## config.mk

```make
export PLATFORM = sky130hd
export DESIGN_NAME = mpd_detect
export DESIGN_NICKNAME = d
export VERILOG_FILES = /design/src/rtl/mpd_pkg.sv /design/src/rtl/mpd_lane_cmp.sv /design/src/rtl/mpd_history.sv /design/src/rtl/mpd_autorst.sv /design/src/rtl/mpd_detect.sv
export SDC_FILE = /design/constraint.sdc
export NUM_CORES = 1
export LEC_CHECK = 0
export ABC_AREA = 1
export BUFFER_PORTS_ARGS = -buffer_cell sky130_fd_sc_hd__buf_2
export CORE_ASPECT_RATIO = 1.75
export CORE_UTILIZATION = 44
export DETAILED_ROUTE_END_ITERATION = 10
export PLACE_DENSITY = 0.88
export SYNTH_ARGS = -nofsm -noshare
export SYNTH_HDL_FRONTEND = slang
export SYNTH_HIERARCHICAL = 1
export SYNTH_SLANG_ARGS = --single-unit
```

## constraint.sdc

```tcl
create_clock -name clk -period 2.3 [get_ports clk]
set_clock_uncertainty 0.1 [all_clocks]
set_input_delay 0.115 -clock clk [delete_from_list [all_inputs] [get_ports clk]]
set_output_delay 0.115 -clock clk [all_outputs]
set_load 0.1 [all_outputs]
```

## src/rtl/mpd_pkg.sv

```systemverilog
package mpd_pkg;

    localparam int DATA_W_DEF = 48;
    localparam int LANE_W_DEF = 12;

    typedef enum logic {
        TRIG_PATTERN    = 1'b0,
        TRIG_COMPLEMENT = 1'b1
    } trig_e;

    typedef struct packed {
        logic hit;
        logic chit;
    } agree_t;

    typedef struct packed {
        logic match;
        logic cmatch;
        logic ovf;
        logic unf;
        logic arst;
    } flags_t;

    function automatic logic wrap_out(input logic prev_side, input agree_t now);
        return prev_side & ~now.hit & ~now.chit;
    endfunction

endpackage

```

## src/rtl/mpd_lane_cmp.sv

```systemverilog
module mpd_lane_cmp
    import mpd_pkg::*;
#(
    parameter int DATA_W = DATA_W_DEF,
    parameter int LANE_W = LANE_W_DEF
) (
    input  logic [DATA_W-1:0] val_i,
    input  logic [DATA_W-1:0] pat_i,
    input  logic [DATA_W-1:0] mask_i,
    output agree_t            agree_o
);
    localparam int NLANE = (DATA_W + LANE_W - 1) / LANE_W;

    logic [DATA_W-1:0] ok_p;
    logic [DATA_W-1:0] ok_c;
    logic [NLANE-1:0]  lane_p;
    logic [NLANE-1:0]  lane_c;

    always_comb begin
        ok_p = ~(val_i ^ pat_i) | mask_i;
        ok_c = (val_i ^ pat_i) | mask_i;
    end

    for (genvar l = 0; l < NLANE; l++) begin : g_lane
        localparam int LO = l * LANE_W;
        localparam int HI = ((l + 1) * LANE_W > DATA_W) ? DATA_W - 1 : (l + 1) * LANE_W - 1;
        assign lane_p[l] = &ok_p[HI:LO];
        assign lane_c[l] = &ok_c[HI:LO];
    end

    always_comb begin
        agree_o.hit  = &lane_p;
        agree_o.chit = &lane_c;
    end
endmodule

```

## src/rtl/mpd_history.sv

```systemverilog
module mpd_history
    import mpd_pkg::*;
(
    input  logic   prev_match_i,
    input  logic   prev_cmatch_i,
    input  agree_t now_i,
    output logic   ovf_next_o,
    output logic   unf_next_o
);
    always_comb begin
        ovf_next_o = wrap_out(prev_match_i, now_i);
        unf_next_o = wrap_out(prev_cmatch_i, now_i);
    end
endmodule

```

## src/rtl/mpd_autorst.sv

```systemverilog
module mpd_autorst
    import mpd_pkg::*;
#(
    parameter trig_e TRIG = TRIG_PATTERN
) (
    input  logic   en_i,
    input  agree_t now_i,
    output logic   req_next_o
);
    if (TRIG == TRIG_COMPLEMENT) begin : g_cmp
        assign req_next_o = en_i & now_i.chit;
    end else begin : g_pat
        assign req_next_o = en_i & now_i.hit;
    end
endmodule

```

## src/rtl/mpd_detect.sv

```systemverilog
module mpd_detect
    import mpd_pkg::*;
#(
    parameter int    DATA_W = DATA_W_DEF,
    parameter int    LANE_W = LANE_W_DEF,
    parameter trig_e TRIG   = TRIG_PATTERN
) (
    input  logic              clk,
    input  logic              rst,
    input  logic [DATA_W-1:0] val_i,
    input  logic [DATA_W-1:0] pat_i,
    input  logic [DATA_W-1:0] mask_i,
    input  logic              ar_en_i,
    output logic              match_o,
    output logic              cmatch_o,
    output logic              ovf_o,
    output logic              unf_o,
    output logic              acc_rst_o
);
    agree_t now;
    logic   ovf_next;
    logic   unf_next;
    logic   req_next;
    flags_t flags_q;

    mpd_lane_cmp #(.DATA_W(DATA_W), .LANE_W(LANE_W)) u_cmp (
        .val_i  (val_i),
        .pat_i  (pat_i),
        .mask_i (mask_i),
        .agree_o(now)
    );

    mpd_history u_hist (
        .prev_match_i (flags_q.match),
        .prev_cmatch_i(flags_q.cmatch),
        .now_i        (now),
        .ovf_next_o   (ovf_next),
        .unf_next_o   (unf_next)
    );

    mpd_autorst #(.TRIG(TRIG)) u_ar (
        .en_i      (ar_en_i),
        .now_i     (now),
        .req_next_o(req_next)
    );

    always_ff @(posedge clk) begin
        if (rst) begin
            flags_q <= '0;
        end else begin
            flags_q.match  <= now.hit;
            flags_q.cmatch <= now.chit;
            flags_q.ovf    <= ovf_next;
            flags_q.unf    <= unf_next;
            flags_q.arst   <= req_next;
        end
    end

    assign match_o   = flags_q.match;
    assign cmatch_o  = flags_q.cmatch;
    assign ovf_o     = flags_q.ovf;
    assign unf_o     = flags_q.unf;
    assign acc_rst_o = flags_q.arst;
endmodule

```

==> run_results.csv <==
group,metric,value,unit
sta,relSlewSlack,66.8,%
layout,drive_gt1_share,25.5,%
clock_network,htree_num_levels,1,
layout,nNetsFinal,776,
place,port_buffers,151,
yosys,synth_top_cell_by_area,"nand2_1",
clock_network,worstSkewPairLatency,0.22,ns
layout,utilization,67.0,%
layout,layout_commonest_cell,"nand2_1",
detailed_routing,num_vias,3083,
yosys,yosys.area.top_type_share,44.0,%
hold_path,hold_depth,2,
layout,mostFrequentLayoutCells,"nand2_1, buf_2, inv_1",
yosys,syn_avg_cell_area,4.17,um^2
layout,area_growth,43.7,%
sta,rsz0062_at_grt,"no",
die,die_width,52.6,um
power,max-vdd-ir-drop,0.192,mV
clock_network,postCtsHoldBufs,0,
sta,period_share,54.7,%
clock_network,cts_buffers,3,
worst_setup_path,worst-r2r-cell-count,4,
clock_network,post_cts_buffers,0,
yosys,netlist_area,1970,um^2
die,dieArea,4760,um^2
sta,setup_violations,0,
global_routing,antenna_found_initial,0,
yosys,yosys_warnings,6,
die,rows,31,
die,die_h,90.5,um
clock_network,path_clk_slew,0.04,ns
power,leakagePower,2.24,nW
yosys,ys_seq_elements,5,
clock_network,cts_tree,"yes",
hold_path,holdCritPathClass,"input port to flop",
sta,maxSlewViolCount,0,
detailed_routing,drt-initial-drc-count,44,
layout,antennaDiodeCount,0,
die,ioPinCount,152,
die,coreArea,4230,um^2
detailed_routing,avgRoutedWirePerCell,9.05,um
power,powerDensity,235,nW/um^2
worst_setup_path,path_class,"input port to flop",
detailed_routing,ant_nets,0,
yosys,synth.distinct_cells,13,
clock_network,clock-sinks,5,
place,hpwl,5570,um
hold_path,min-delay-start,"rst",
sta,final.min_clock_period,1.26,ns
worst_setup_path,end_kind,"flop",
hold_path,min_to,"cmatch_o$_SDFF_PP0_",
worst_setup_path,r2r_start,"cmatch_o$_SDFF_PP0_",
global_routing,grt_pass1_vias,2892,
clock_network,cts_root_buf,"clkbuf_8",
global_routing,track_usage,26.7,%
sta,fmax,794,MHz
worst_setup_path,r2r_slack,1.49,ns
run,max_cap_viol_count,0,
yosys,ys_seq_area_share,5.08,%
clock_network,cts_resized,0,
global_routing,overflow,0,
status,status,"completed",
worst_setup_path,worstPathRequired,2.31,ns
place,gp_congestion,0.836,
detailed_routing,drc,0,
worst_setup_path,cp.arrival,1.27,ns
global_routing,grt_pass1_wl,10200,um
sta,finalHoldViolCount,0,
clock_network,cts_buffer_depth,2,
detailed_routing,drt-pass1-iter-count,4,
yosys,netlist_instances,473,
detailed_routing,viasPerCell,4.55,
global_routing,grt_max_degree,6,
yosys,synth_nets,620,
yosys,synthTopCellsByArea,"nand2_1, inv_1, nand3_1",
worst_setup_path,setup.worst_path.start_class,"input port",
die,initial_utilization,46.6,%
sta,fin_tns_setup,0,ns
sta,worst_pin_slew,0.502,ns
detailed_routing,routed_wl,6130,um
worst_setup_path,worstReg2RegEnd,"unf_o$_SDFF_PP0_",
worst_setup_path,cp_max_fo,3,
==> cells in the mapped netlist <==
library cell and number:
nand3_1 44, nand2_2 1, dfxtp_1 5, nor2_1 29, or2_1 3, o21ai_0 2
nand4_1 8, nand2_1 231, xor2_1 1, nand3_2 1, nor2_2 4, inv_1 143
xnor2_1 1
==> power breakdown <==
group / internal (W) / total, W / switching (W)
Combinational: 0.000190 / 0.000414 / 0.000224
Sequential: 0.0000872 / 0.0000872 / 0.0000000000773
Clock: 0.000119 / 0.000163 / 0.0000438
==> per-stage QoR <==
| step | cells | hold slack (ns) | cell area (um^2) | total power [W] | setup WS (ns) |
|---|---|---|---|---|---|
| finish | 677 | 0.0185 | 2830 | 0.000664 | 1.04 |
| global route | 677 | 0.0258 | 2830 | 0.000740 | 0.875 |
| CTS | 677 | 0.0175 | 2830 | 0.000665 | 1.03 |
| detailed placement | 673 | 0.245 | 2790 | 0.000501 | 0.821 |
| global placement | 673 | 0.237 | 2790 | 0.000486 | 0.859 |
| floorplan | 473 | 0.0862 | 1970 | 0.000315 | 0.901 |
==> cells by family after synthesis <==
kind of cell	synth area share, %
AND/OR/NAND/NOR	66.3
AO/OA/AOI/OAI	0.508
buffers and inverters	27.2
XOR/XNOR	0.889
flip-flops	5.08
==> critical path, stage by stage <==
cell	delay (ns)
buf_2	0.11
or2_1	0.25
nand3_2	0.06
nand2_1	0.05
nor2_1	0.09
nand2_1	0.07
nor2_2	0.09
nand2_1	0.07
nor2_2	0.12
inv_1	0.07
nand2_1	0.06
nor2_1	0.04
inv_1	0.06
nor2_1	0.04
==> state kept, by name, indices dropped and copies added, names as in the netlist <==
name,count
acc_rst_o,1
match_o,1
ovf_o,1
cmatch_o,1
unf_o,1
==> worst max-delay path by stage <==
stage	slack (ns)	startpoint	depth (start not counted)	end
global route	0.88	pat_i[10]	13	ovf_o$_SDFF_PP0_
detailed placement	0.82	pat_i[12]	14	unf_o$_SDFF_PP0_
CTS	1.03	pat_i[12]	14	unf_o$_SDFF_PP0_
finish	1.04	pat_i[12]	14	unf_o$_SDFF_PP0_
floorplan	0.90	match_o$_SDFF_PP0_	4	ovf_o$_SDFF_PP0_
global placement	0.86	pat_i[12]	14	unf_o$_SDFF_PP0_
==> layout make-up <==
| class | instances | area [um^2] |
|---|---|---|
| multi-input combinational | 325 | 1330 |
| timing repair buffer | 151 | 756 |
| inverter | 143 | 537 |
| fill | 443 | 1400 |
| clock buffer | 4 | 45.0 |
| sequential | 5 | 100 |
| tap | 49 | 61.3 |
==> metal layers <==
layer,wire length [um],vias up,GRT usage [%]
li1,-,1655,-
met1,2120,1287,22.6
met4,119,0,10.1
met5,0,-,0
met2,3480,129,55.8
met3,406,12,3.54
No activity file was read; power rests on OpenSTA's default activity.
